File: config.mk
export PLATFORM = sky130hd
export DESIGN_NAME = cas_ack_seq
export DESIGN_NICKNAME = d
export VERILOG_FILES = /design/src/rtl/cas_pkg.sv /design/src/rtl/cas_edge_pulse.sv /design/src/rtl/cas_ack_path.sv /design/src/rtl/cas_poll_path.sv /design/src/rtl/cas_ack_seq.sv
export SDC_FILE = /design/constraint.sdc
export NUM_CORES = 1
export LEC_CHECK = 0
export BUFFER_PORTS_ARGS = -buffer_cell sky130_fd_sc_hd__buf_2
export CAP_MARGIN = 30
export CORE_ASPECT_RATIO = 1.25
export CORE_MARGIN = 2
export CORE_UTILIZATION = 30
export DETAILED_ROUTE_END_ITERATION = 8
export SYNTH_ARGS = -nofsm -noshare
export SYNTH_HDL_FRONTEND = slang
export SYNTH_SLANG_ARGS = --single-unit
File: constraint.sdc
create_clock -name clk -period 3.3 [get_ports clk]
set_clock_uncertainty 0.15 [all_clocks]
set_input_delay 0.66 -clock clk [delete_from_list [all_inputs] [get_ports clk]]
set_output_delay 0.66 -clock clk [all_outputs]
set_load 0.005 [all_outputs]
File: src/rtl/cas_pkg.sv
package cas_pkg;
  typedef enum logic {
    OP_INSVC = 1'b0,
    OP_CLEAR = 1'b1
  } op_kind_e;

  typedef enum logic [1:0] {
    PT_MASTER   = 2'd0,
    PT_SLAVE    = 2'd1,
    PT_COMBINED = 2'd2,
    PT_MASTER_B = 2'd3
  } poll_tgt_e;
endpackage

File: src/rtl/cas_edge_pulse.sv
module cas_edge_pulse (
  input  logic clk,
  input  logic rst_n,
  input  logic level_i,
  output logic pulse_o
);
  logic prev_q;

  always_ff @(posedge clk or negedge rst_n) begin
    if (!rst_n) begin
      prev_q  <= 1'b0;
      pulse_o <= 1'b0;
    end else begin
      prev_q  <= level_i;
      pulse_o <= level_i & ~prev_q;
    end
  end

  // line 2 sees a rise then a fall, never a held level
  p_pulse_single_r1: assert property (@(posedge clk) disable iff (!rst_n)
    pulse_o |=> !pulse_o);
endmodule

File: src/rtl/cas_ack_path.sv
module cas_ack_path #(
  parameter int LINE_W   = 3,
  parameter int BASE_W   = 5,
  parameter int CAS_LINE = 2
) (
  input  logic                     m_valid,
  input  logic [LINE_W-1:0]        m_line,
  input  logic                     s_valid,
  input  logic [LINE_W-1:0]        s_line,
  input  logic [BASE_W-1:0]        m_base,
  input  logic [BASE_W-1:0]        s_base,
  output logic [BASE_W+LINE_W-1:0] vec,
  output logic                     m_go,
  output logic [LINE_W-1:0]        m_go_line,
  output logic                     s_go,
  output logic [LINE_W-1:0]        s_go_line
);
  localparam logic [LINE_W-1:0] SPUR = '1;
  localparam logic [LINE_W-1:0] CAS  = LINE_W'(CAS_LINE);

  always_comb begin
    vec       = {m_base, SPUR};
    m_go      = 1'b0;
    m_go_line = '0;
    s_go      = 1'b0;
    s_go_line = '0;
    if (m_valid) begin
      m_go      = 1'b1;
      m_go_line = m_line;
      if (m_line == CAS) begin
        vec = {s_base, (s_valid ? s_line : SPUR)};
        if (s_valid) begin
          s_go      = 1'b1;
          s_go_line = s_line;
        end
      end else begin
        vec = {m_base, m_line};
      end
    end
  end
endmodule

File: src/rtl/cas_poll_path.sv
module cas_poll_path #(
  parameter int LINE_W   = 3,
  parameter int CAS_LINE = 2
) (
  input  cas_pkg::poll_tgt_e  target,
  input  logic                m_valid,
  input  logic [LINE_W-1:0]   m_line,
  input  logic                s_valid,
  input  logic [LINE_W-1:0]   s_line,
  output logic [LINE_W:0]     result,
  output logic                m_clr,
  output logic [LINE_W-1:0]   m_clr_line,
  output logic                s_clr,
  output logic [LINE_W-1:0]   s_clr_line,
  output logic                rsel
);
  import cas_pkg::*;
  localparam logic [LINE_W-1:0] SPUR = '1;
  localparam logic [LINE_W-1:0] CAS  = LINE_W'(CAS_LINE);

  logic [LINE_W-1:0] m_res, s_res;
  assign m_res = m_valid ? m_line : SPUR;
  assign s_res = s_valid ? s_line : SPUR;

  always_comb begin
    result     = {1'b0, m_res};
    m_clr      = 1'b0;
    m_clr_line = '0;
    s_clr      = 1'b0;
    s_clr_line = '0;
    rsel       = 1'b0;
    unique case (target)
      PT_SLAVE: begin
        result = {1'b0, s_res};
        if (s_valid) begin
          s_clr      = 1'b1;
          s_clr_line = s_line;
          m_clr      = 1'b1;
          m_clr_line = CAS;
        end
      end
      PT_COMBINED: begin
        rsel = 1'b1;
        if (m_valid) begin
          m_clr      = 1'b1;
          m_clr_line = m_line;
          if (m_line == CAS) begin
            result = {1'b1, s_res};
            if (s_valid) begin
              s_clr      = 1'b1;
              s_clr_line = s_line;
            end
          end
        end
      end
      default: begin
        if (m_valid) begin
          m_clr      = 1'b1;
          m_clr_line = m_line;
        end
      end
    endcase
  end
endmodule

File: src/rtl/cas_ack_seq.sv
module cas_ack_seq #(
  parameter int LINE_W   = 3,
  parameter int BASE_W   = 5,
  parameter int CAS_LINE = 2
) (
  input  logic                     clk,
  input  logic                     rst_n,
  input  logic [BASE_W-1:0]        m_base,
  input  logic [BASE_W-1:0]        s_base,
  input  logic                     m_win_valid,
  input  logic [LINE_W-1:0]        m_win_line,
  input  logic                     s_win_valid,
  input  logic [LINE_W-1:0]        s_win_line,
  input  logic                     ack_valid,
  output logic                     ack_ready,
  output logic                     vec_valid,
  input  logic                     vec_ready,
  output logic [BASE_W+LINE_W-1:0] vec_data,
  input  logic                     poll_valid,
  output logic                     poll_ready,
  input  logic [1:0]               poll_target,
  output logic                     poll_rsp_valid,
  input  logic                     poll_rsp_ready,
  output logic [LINE_W:0]          poll_rsp_data,
  output logic                     m_op_valid,
  output logic                     m_op_clr,
  output logic [LINE_W-1:0]        m_op_line,
  output logic                     s_op_valid,
  output logic                     s_op_clr,
  output logic [LINE_W-1:0]        s_op_line,
  output logic                     cascade_pulse,
  output logic                     rsel_isr_set
);
  import cas_pkg::*;
  localparam int VEC_W = BASE_W + LINE_W;

  logic              ack_fire, poll_fire;
  logic [VEC_W-1:0]  a_vec;
  logic              a_m_go, a_s_go;
  logic [LINE_W-1:0] a_m_line, a_s_line;
  logic [LINE_W:0]   p_res;
  logic              p_m_clr, p_s_clr, p_rsel;
  logic [LINE_W-1:0] p_m_line, p_s_line;

  assign ack_ready  = !vec_valid;
  assign ack_fire   = ack_valid && ack_ready;
  assign poll_ready = !poll_rsp_valid && !ack_fire;
  assign poll_fire  = poll_valid && poll_ready;

  cas_edge_pulse u_casc (
    .clk     (clk),
    .rst_n   (rst_n),
    .level_i (s_win_valid),
    .pulse_o (cascade_pulse)
  );

  cas_ack_path #(.LINE_W(LINE_W), .BASE_W(BASE_W), .CAS_LINE(CAS_LINE)) u_ack (
    .m_valid   (m_win_valid),
    .m_line    (m_win_line),
    .s_valid   (s_win_valid),
    .s_line    (s_win_line),
    .m_base    (m_base),
    .s_base    (s_base),
    .vec       (a_vec),
    .m_go      (a_m_go),
    .m_go_line (a_m_line),
    .s_go      (a_s_go),
    .s_go_line (a_s_line)
  );

  cas_poll_path #(.LINE_W(LINE_W), .CAS_LINE(CAS_LINE)) u_poll (
    .target     (poll_tgt_e'(poll_target)),
    .m_valid    (m_win_valid),
    .m_line     (m_win_line),
    .s_valid    (s_win_valid),
    .s_line     (s_win_line),
    .result     (p_res),
    .m_clr      (p_m_clr),
    .m_clr_line (p_m_line),
    .s_clr      (p_s_clr),
    .s_clr_line (p_s_line),
    .rsel       (p_rsel)
  );

  // vector output register
  always_ff @(posedge clk or negedge rst_n) begin
    if (!rst_n) begin
      vec_valid <= 1'b0;
      vec_data  <= '0;
    end else if (ack_fire) begin
      vec_valid <= 1'b1;
      vec_data  <= a_vec;
    end else if (vec_valid && vec_ready) begin
      vec_valid <= 1'b0;
    end
  end

  // poll response register
  always_ff @(posedge clk or negedge rst_n) begin
    if (!rst_n) begin
      poll_rsp_valid <= 1'b0;
      poll_rsp_data  <= '0;
    end else if (poll_fire) begin
      poll_rsp_valid <= 1'b1;
      poll_rsp_data  <= p_res;
    end else if (poll_rsp_valid && poll_rsp_ready) begin
      poll_rsp_valid <= 1'b0;
    end
  end

  // resolver command pulses
  always_ff @(posedge clk or negedge rst_n) begin
    if (!rst_n) begin
      m_op_valid   <= 1'b0;
      m_op_clr     <= 1'b0;
      m_op_line    <= '0;
      s_op_valid   <= 1'b0;
      s_op_clr     <= 1'b0;
      s_op_line    <= '0;
      rsel_isr_set <= 1'b0;
    end else begin
      m_op_valid   <= 1'b0;
      m_op_clr     <= 1'b0;
      m_op_line    <= '0;
      s_op_valid   <= 1'b0;
      s_op_clr     <= 1'b0;
      s_op_line    <= '0;
      rsel_isr_set <= 1'b0;
      if (ack_fire) begin
        m_op_valid <= a_m_go;
        m_op_clr   <= OP_INSVC;
        m_op_line  <= a_m_line;
        s_op_valid <= a_s_go;
        s_op_clr   <= OP_INSVC;
        s_op_line  <= a_s_line;
      end else if (poll_fire) begin
        m_op_valid   <= p_m_clr;
        m_op_clr     <= p_m_clr;
        m_op_line    <= p_m_line;
        s_op_valid   <= p_s_clr;
        s_op_clr     <= p_s_clr;
        s_op_line    <= p_s_line;
        rsel_isr_set <= p_rsel;
      end
    end
  end

  // an accepted acknowledge yields a vector on the next cycle
  p_ack_to_vec_r6: assert property (@(posedge clk) disable iff (!rst_n)
    ack_valid && ack_ready |=> vec_valid);
  // a stalled vector keeps its value
  p_vec_hold_r6: assert property (@(posedge clk) disable iff (!rst_n)
    vec_valid && !vec_ready |=> vec_valid && $stable(vec_data));
  // poll response also held under back-pressure
  p_rsp_hold_r6: assert property (@(posedge clk) disable iff (!rst_n)
    poll_rsp_valid && !poll_rsp_ready |=> poll_rsp_valid && $stable(poll_rsp_data));
  // a slave in-service command only accompanies master line 2 in service
  p_slave_ack_pair_r3: assert property (@(posedge clk) disable iff (!rst_n)
    s_op_valid && !s_op_clr |-> m_op_valid && !m_op_clr && m_op_line == LINE_W'(CAS_LINE));
  // the two strobes are never taken together
  p_one_strobe_r10: assert property (@(posedge clk) disable iff (!rst_n)
    !(ack_valid && ack_ready && poll_valid && poll_ready));
  // read-select switch only comes with a poll response
  p_rsel_with_rsp_r9: assert property (@(posedge clk) disable iff (!rst_n)
    rsel_isr_set |-> poll_rsp_valid);
endmodule

==> flow_summary.toml, run 1 <==
[synthesis]
syn_area_per_cell_um2 = 10.1
synth_fa_ha_area_frac = 0.0205
synth-seq-cells = 27
syn_area_um2 = 1220
syn_nets = 149
synthArstFlopShare = 1.00
synth.top_cell.area_share = 0.553
synth_xor_area_frac = 0
synth_simple_gate_area_share = 0.204
synthFlopType = "dfrtp_1"
synth_edf_count = 0
post-synth-top-area-cell = "dfrtp_1"
ys_warn_count = 0
synth_top_family_by_area = "simple AND/OR/NAND/NOR gates"
synth_cells = 121
synth-compound-area-share = 0.134
yosysMostFrequentCell = "dfrtp_1"
seq_area_frac_synth = 0.553
ys_types = 29
synth_area_leaders = "dfrtp_1 (55%), nand2_1 (6.1%), mux2i_1 (4.1%)"
muxShareOfSynthArea = 0.0410
synth_common_cells = "dfrtp_1 (27), nand2_1 (20), nor2_1 (10), o21ai_0 (10), inv_1 (8)"

[finish]
fillers = 403
layout-drive-gt1-share = 0.356
fin_nets = 203
fin_util = 0.410
syn_to_final_growth_pct = 29.3
antennaDiodeCount = 0

[cts]
clkTransAtPathRegs_ps = 90
clkLatencyLatePin_ps = 270
cts_tree = "yes"
postCtsHoldBufs = 0
post_cts.repair.setup_buffers = 0
cts_max_level = 1
cts-resized-gates = 0
numClockSinks = 27
root_buffer = "clkbuf_8"
cts_buffer_depth = 2
numCtsBuffers = 3

[setup_path]
regToRegSetupSlack_ps = 1360
max_stage_delay_ps = 440
required_ps = 3300
crit_path_cell_trace = "buf_2 > nand2b_1 > nand3_2 > a211oi_1 > a221oi_1"
rr_startpoint = "vec_valid$_DFFE_PN0P_"
end_kind = "register"
cp-start-kind = "input pin"
crit_type = "in2reg"
reg2reg_to = "poll_rsp_data[0]$_DFFE_PN0P_"
startpoint = "ack_valid"
crit_buf_inv = 1
rr_worst_depth = 4
cp.arrival_ps = 1950
crit_path_max_fanout = 19
critical_path.top_delay_family = "simple AND/OR/NAND/NOR gates"
crit_end = "poll_rsp_data[0]$_DFFE_PN0P_"
cp.depth = 5
crit_slowest_cell = "nand2b_1"

[placement]
portBuffers = 53
place_congestion = 0.927
dp_hpwl_mm = 2.25

[detailed_routing]
wl_per_cell_um = 12.6
drc = 0
ant_nets = 0
routed_wl_mm = 2.87
vias_per_cell = 4.61
drt_pass1_iterations = 4
vias = 1051
drtIter0Drc = 54

[die]
core_um2 = 3850
num_io_pins = 54
die_area_um2 = 4600
start_util = 0.317
chipWidth_um = 61.1
num_rows = 25
die_h_um = 75.3

[power]
power_density_nw_per_um2 = 483
leakagePower_nw = 0.804
peakVddDrop_v = 0.000207

[sta]
fin_crit_ps = 1950
maxSlewViolCount = 0
tns_ps = 0
fin_crit_sh = 0.592
setup_viol = 0
rsz0062_at_grt = "false"
worst_pin_slew_ps = 620
fmax_mhz = 512
hold_viol_final = 0
slew_headroom = 0.587

[global_routing]
antenna_found_initial = 0
grt_max_degree = 28
grt_util_all_layers = 0.130
grt_pass1_wl_mm = 4.42
grt_pass1_vias = 985
grt_overflow = 0

[run_status]
status = "completed"

[worst_hold_path]
hold_class = "in2async"

[flow_run]
maxCapViolCount = 0
==> flip-flops by register name (all words and copies together), names as in the netlist <==
signal          cells
m_op_clr            1
m_op_line           3
m_op_valid          1
poll_rsp_data       4
poll_rsp_valid      1
rsel_isr_set        1
s_op_clr            1
s_op_line           3
s_op_valid          1
u_casc.prev_q       1
u_casc.pulse_o      1
vec_data            8
vec_valid           1
==> kinds of logic after synthesis <==
kind of cell | after synthesis
mux | 5
buf+inv | 13
simple gates | 47
fa+ha+maj | 2
flops | 27
compound gates | 27
==> stage by stage <==
stage	setup slack (ps)	hold slack [ps]	instances	total power [mW]	cell area [um^2]
floorplan	1520	214	121	0.491	1220
global placement	1110	229	224	0.577	1530
detailed placement	1050	245	224	0.582	1530
CTS	1330	244	228	0.775	1580
global route	1180	262	228	0.811	1580
finish	1350	224	228	0.762	1580
==> placed cells by master, fill, tap and decap left out, drive strengths merged, types with 3 or more instances in the layout <==
cell type,instances
buf,53
dfrtp,27
nand2,20
o21ai,15
nor2,10
inv,9
nand2b,8
mux2i,5
nor2b,3
clkbuf,3
==> where the power goes <==
group | switching [mW] | internal (mW) | leakage (nW)
clock network | 0.105 | 0.0858 | 0.0217
registers | 0.0229 | 0.375 | 0.343
logic | 0.0940 | 0.0791 | 0.439
total | 0.222 | 0.540 | 0.804
==> how the worst min path moves through the flow <==
stage	startpoint	endpoint	slack, ps	depth (start not counted)
floorplan	rst_n	m_op_clr$_DFF_PN0_	210	0
global placement	u_casc.prev_q$_DFF_PN0_	u_casc.pulse_o$_DFF_PN0_	230	1
detailed placement	u_casc.prev_q$_DFF_PN0_	u_casc.pulse_o$_DFF_PN0_	250	1
CTS	rst_n	s_op_line[1]$_DFF_PN0_	240	1
global route	u_casc.prev_q$_DFF_PN0_	u_casc.pulse_o$_DFF_PN0_	260	1
finish	rst_n	m_op_clr$_DFF_PN0_	220	1
==> cell type report <==
type	count	area [um^2]	share of cell area
flip-flops and latches	27	676	0.428
multi-input cells	81	488	0.309
repair buffers	53	265	0.168
clock inverters	1	7.51	0.00475
clock buffers	3	41.3	0.0261
inverters	9	33.8	0.0214
well taps	54	67.6	0.0428
==> routing by layer <==
metal	track usage	share of wire	vias up
met5	0	0	-
met4	0.0725	0.021	0
met3	0.0238	0.064	5
met2	0.216	0.50	39
met1	0.156	0.41	495
li1	-	-	512
(Power assumes the default switching activity.)
==> run 2, diff against run 1 <==
- clock period: 3.3 -> 2 ns (I/O delays scaled with it)
==> run 2 against run 1 <==
  * Sequential cell count is the same
  * Non-clock buffer count grew 3
  * Wire length increased by 4.3%
  * Core utilization is 0.65 points higher
  * Combinational power grew 72%
  * Clock-buffer cell count is the same
  * Worst setup slack got worse by 1000 ps
  * Cell area rose by 1.6%
  * Via count fell by 0.76%
  * Sequential share of layout area down 0.67 points
  * Critical path type is now reg2out
  * Critical endpoint is now poll_ready
  * Largest cell class unchanged
  * Highest routed layer unchanged
==> flow_summary.toml, run 2 (synthesized netlist as in run 1, its figures left out) <==
[cts]
cts_tree = "yes"
post_cts.repair.setup_buffers = 0
cts_max_level = 1
postCtsHoldBufs = 1
cts-resized-gates = 0
cts_buffer_depth = 2
numClockSinks = 27
root_buffer = "clkbuf_8"
clkTransAtPathRegs_ps = 90
clkLatencyLatePin_ps = 270
numCtsBuffers = 3

[global_routing]
grt_pass1_wl_mm = 4.58
grt_max_degree = 28
grt_overflow = 0
grt_pass1_vias = 1039
grt_util_all_layers = 0.132
antenna_found_initial = 0

[run_status]
status = "completed"

[setup_path]
cp-start-kind = "register"
crit_path_max_fanout = 4
critical_path.top_delay_family = "flip-flops"
cp.arrival_ps = 1110
max_stage_delay_ps = 420
crit_type = "reg2out"
required_ps = 1450
crit_path_cell_trace = "nor2b_1 > nor2_1 > buf_2"
crit_buf_inv = 1
end_kind = "primary output"
crit_slowest_cell = "dfrtp_1"

[detailed_routing]
drc = 0
drt_pass1_iterations = 4
wl_per_cell_um = 13.0
ant_nets = 0
routed_wl_mm = 3.00
vias_per_cell = 4.52
vias = 1043
drtIter0Drc = 15

[die]
num_rows = 25
start_util = 0.317
die_h_um = 75.3
num_io_pins = 54
core_um2 = 3850
die_area_um2 = 4600
chipWidth_um = 61.1

[power]
switchingPower_uw = 371
switching_share = 0.292
power_frac_seq = 0.518
clockPowerShare = 0.246
combinationalPowerShare = 0.235
leakagePower_nw = 0.817
peakVddDrop_v = 0.000328
p_int_uw = 898
power_density_nw_per_um2 = 791

[placement]
portBuffers = 53
dp_hpwl_mm = 2.36
place_congestion = 0.853
dpl.cell_count = 226

[finish]
largest-register = "vec_data"
largest_reg_flops = 8
layout.cells.non_filler = 231
top_regs = "vec_data: 8 flops, poll_rsp_data: 4 flops"
fin_util = 0.417
layout_commonest_cell = "buf_2"
syn_to_final_growth_pct = 31.4
fin_nets = 206
final_cell_mix = "buf_2 (53), dfrtp_1 (27), nand2_1 (20)"
antennaDiodeCount = 0
layout-drive-gt1-share = 0.362

[sta]
rsz0062_at_grt = "false"
slew_headroom = 0.615
hold_viol_final = 0
maxSlewViolCount = 0
tns_ps = 0
setup_viol = 0
fmax_mhz = 604
fin_crit_sh = 0.828
worst_pin_slew_ps = 578
fin_crit_ps = 1660

[worst_hold_path]
hold_class = "in2reg"

[flow_run]
maxCapViolCount = 0
## run 2: metal layers
metal,global-route usage,vias up,wire [um]
li1,-,516,-
met1,0.164,484,1260
met2,0.216,39,1490
met3,0.0289,4,204
met4,0.0628,0,42
met5,0,-,0
## run 2: worst paths after layout
check,depth (start not counted),start,slack [ps],to
worst max-delay path,3,vec_valid$_DFFE_PN0P_,340,poll_ready
worst min-delay path,2,vec_ready,140,vec_valid$_DFFE_PN0P_
max in group asynchronous,2,rst_n,820,poll_rsp_data[2]$_DFFE_PN0P_
min in group asynchronous,2,rst_n,510,s_op_clr$_DFF_PN0_
worst max register to register,4,vec_valid$_DFFE_PN0P_,430,s_op_line[1]$_DFF_PN0_
worst min register to register,1,u_casc.prev_q$_DFF_PN0_,250,u_casc.pulse_o$_DFF_PN0_
## run 2: cell type report
| cell class | instances | area [um^2] |
|---|---|---|
| inverters | 9 | 33.8 |
| repair buffers | 56 | 290 |
| flip-flops and latches | 27 | 676 |
| fillers | 395 | 2240 |
| multi-input cells | 81 | 488 |
| clock inverters | 1 | 7.51 |
| clock buffers | 3 | 41.3 |
| well taps | 54 | 67.6 |
## run 2: power groups by stage
stage	registers [mW]	clock network, mW	logic, mW
floorplan	0.673	0	0.137
detailed placement	0.670	0	0.301
global placement	0.667	0	0.294
CTS	0.659	0.323	0.303
global route	0.669	0.343	0.337
finish	0.658	0.313	0.298
## run 2: through the flow
step                area [um^2]  power (mW)  worst slack, ps  hold WS (ps)
finish                     1600        1.27              345           144
global route               1600        1.35              254           129
CTS                        1600        1.29              345           138
detailed placement         1550       0.970              205           251
global placement           1550       0.961              278           230
floorplan                  1220       0.810              480         -45.6
==> run 3, diff against run 2 <==
- clock period: 2 -> 1.55 ns (I/O delays scaled with it)
==> run 3 against run 2 <==
  * Cell count is 6.1% higher
  * Sequential cell count stayed put
  * Clock power is 29% higher
  * Cell area is 7.0% higher
  * Wire length is 0.30% lower
  * Non-clock buffer count is 14 higher
  * Global-route usage is 1.1 points higher
  * Highest routed layer unchanged
==> flow_summary.toml, run 3 (synthesized netlist as in run 1, its figures left out) <==
[run_status]
status = "completed"

[worst_hold_path]
hold_class = "in2reg"

[finish]
final_cell_mix = "buf_2 (53), dfrtp_1 (27), nand2_1 (20)"
layout.cells.non_filler = 245
top_regs = "vec_data: 8 flops, poll_rsp_data: 4 flops"
fin_nets = 220
largest_reg_flops = 8
syn_to_final_growth_pct = 40.6
layout_commonest_cell = "buf_2"
layout-drive-gt1-share = 0.429
antennaDiodeCount = 0
fillers = 377
fin_util = 0.446
largest-register = "vec_data"

[sta]
slew_headroom = 0.601
fin_crit_sh = 0.998
setup_viol = 0
rsz0062_at_grt = "true"
worst_pin_slew_ps = 598
fmax_mhz = 647
fin_crit_ps = 1550
hold_viol_final = 0
maxSlewViolCount = 0

[cts]
cts_buffer_depth = 2
clkTransAtPathRegs_ps = 90
cts_max_level = 1
cts_tree = "yes"
root_buffer = "clkbuf_8"
numCtsBuffers = 3
numClockSinks = 27
clkLatencyLatePin_ps = 270

[power]
power_density_nw_per_um2 = 977
peakVddDrop_v = 0.000525
leakagePower_nw = 0.890

[detailed_routing]
drt_pass1_iterations = 4
wl_per_cell_um = 12.2
ant_nets = 0
drtIter0Drc = 40
vias = 1102
drc = 0
vias_per_cell = 4.50
routed_wl_mm = 2.99

[die]
start_util = 0.317
num_rows = 25
chipWidth_um = 61.1
num_io_pins = 54
core_um2 = 3850
die_area_um2 = 4600
die_h_um = 75.3

[setup_path]
max_stage_delay_ps = 420
crit_buf_inv = 2
reg2reg_to = "s_op_line[2]$_DFF_PN0_"
crit_slowest_cell = "dfrtp_1"
crit_path_cell_trace = "nor2b_2 > buf_4 > nor2_2 > buf_2"
regToRegSetupSlack_ps = 140
cp-start-kind = "register"
crit_path_max_fanout = 3
end_kind = "primary output"
crit_end = "poll_ready"
rr_worst_depth = 6
required_ps = 1090
critical_path.top_delay_family = "flip-flops"
crit_type = "reg2out"
cp.depth = 4
startpoint = "vec_valid$_DFFE_PN0P_"
rr_startpoint = "vec_valid$_DFFE_PN0P_"
cp.arrival_ps = 1090

[flow_run]
maxCapViolCount = 0

[global_routing]
grt_overflow = 0
grt_pass1_wl_mm = 4.81
grt_util_all_layers = 0.143
grt_max_degree = 28
antenna_found_initial = 0
grt_pass1_vias = 1052

[placement]
portBuffers = 53
place_congestion = 0.874
dpl.cell_count = 237
dp_hpwl_mm = 2.32
[run 3: cell types whose count changed in the layout (fill, tap and decap cells not counted)]
cell | before | now
buf_4 | 2 | 16
clkinv_2 | 0 | 1
clkinvlp_4 | 1 | 0
nand2b_1 | 7 | 6
nand2b_2 | 1 | 2
nor2_1 | 10 | 8
nor2_2 | 0 | 2
nor2b_1 | 3 | 2
nor2b_2 | 0 | 1
[run 3: repair_timing]
| item | CTS | global route |
|---|---|---|
| setup buffers | 2 | 1 |
| endpoints found under the hold margin | 27 | 0 |
| setup endpoints to repair | 1 | 7 |
| hold buffers | 1 | 0 |
| resized for setup | 1 | 3 |
[run 3: worst min path at each step]
stage	start	to	slack, ps	cells past startpoint
final	vec_ready	vec_valid$_DFFE_PN0P_	50	2
after global routing	vec_ready	vec_valid$_DFFE_PN0P_	40	2
after CTS	vec_ready	vec_valid$_DFFE_PN0P_	40	2
after detailed placement	rst_n	m_op_valid$_DFF_PN0_	210	1
after global placement	rst_n	m_op_valid$_DFF_PN0_	190	1
after floorplan	rst_n	m_op_clr$_DFF_PN0_	-140	0
[run 3: through the flow]
stage | power [mW] | cell area (um^2) | setup WS [ps] | hold WS (ps) | setup TNS (ps)
finish | 1.68 | 1720 | 3.64 | 46.6 | 0
CTS | 1.69 | 1700 | 7.37 | 42.2 | 0
global placement | 1.26 | 1630 | -16.1 | 193 | -41.6
global route | 1.78 | 1720 | -54.1 | 39.2 | -54.1
floorplan | 1.04 | 1220 | 99.9 | -136 | 0
detailed placement | 1.27 | 1630 | -71.7 | 206 | -177
[run 3: layout make-up]
type	instances	area [um^2]	area share
repair buffers	70	395	0.230
well taps	54	67.6	0.0394
multi-input cells	81	498	0.290
inverters	9	33.8	0.0197
clock buffers	3	41.3	0.0241
flip-flops and latches	27	676	0.394
clock inverters	1	5.00	0.00292
[run 3: layer usage]
| metal | part of all wire | GRT usage | wire length (um) | vias to the layer above |
|---|---|---|---|---|
| met4 | 0.020 | 0.0749 | 59 | 0 |
| met5 | 0 | 0 | 0 | - |
| met3 | 0.064 | 0.0289 | 192 | 4 |
| li1 | - | - | - | 547 |
| met1 | 0.42 | 0.179 | 1250 | 511 |
| met2 | 0.50 | 0.229 | 1480 | 40 |
[run 3: power by group]
group	switching, mW	internal, mW	leakage (nW)
clock	0.224	0.180	0.0255
combinational	0.218	0.214	0.522
sequential	0.0429	0.798	0.343
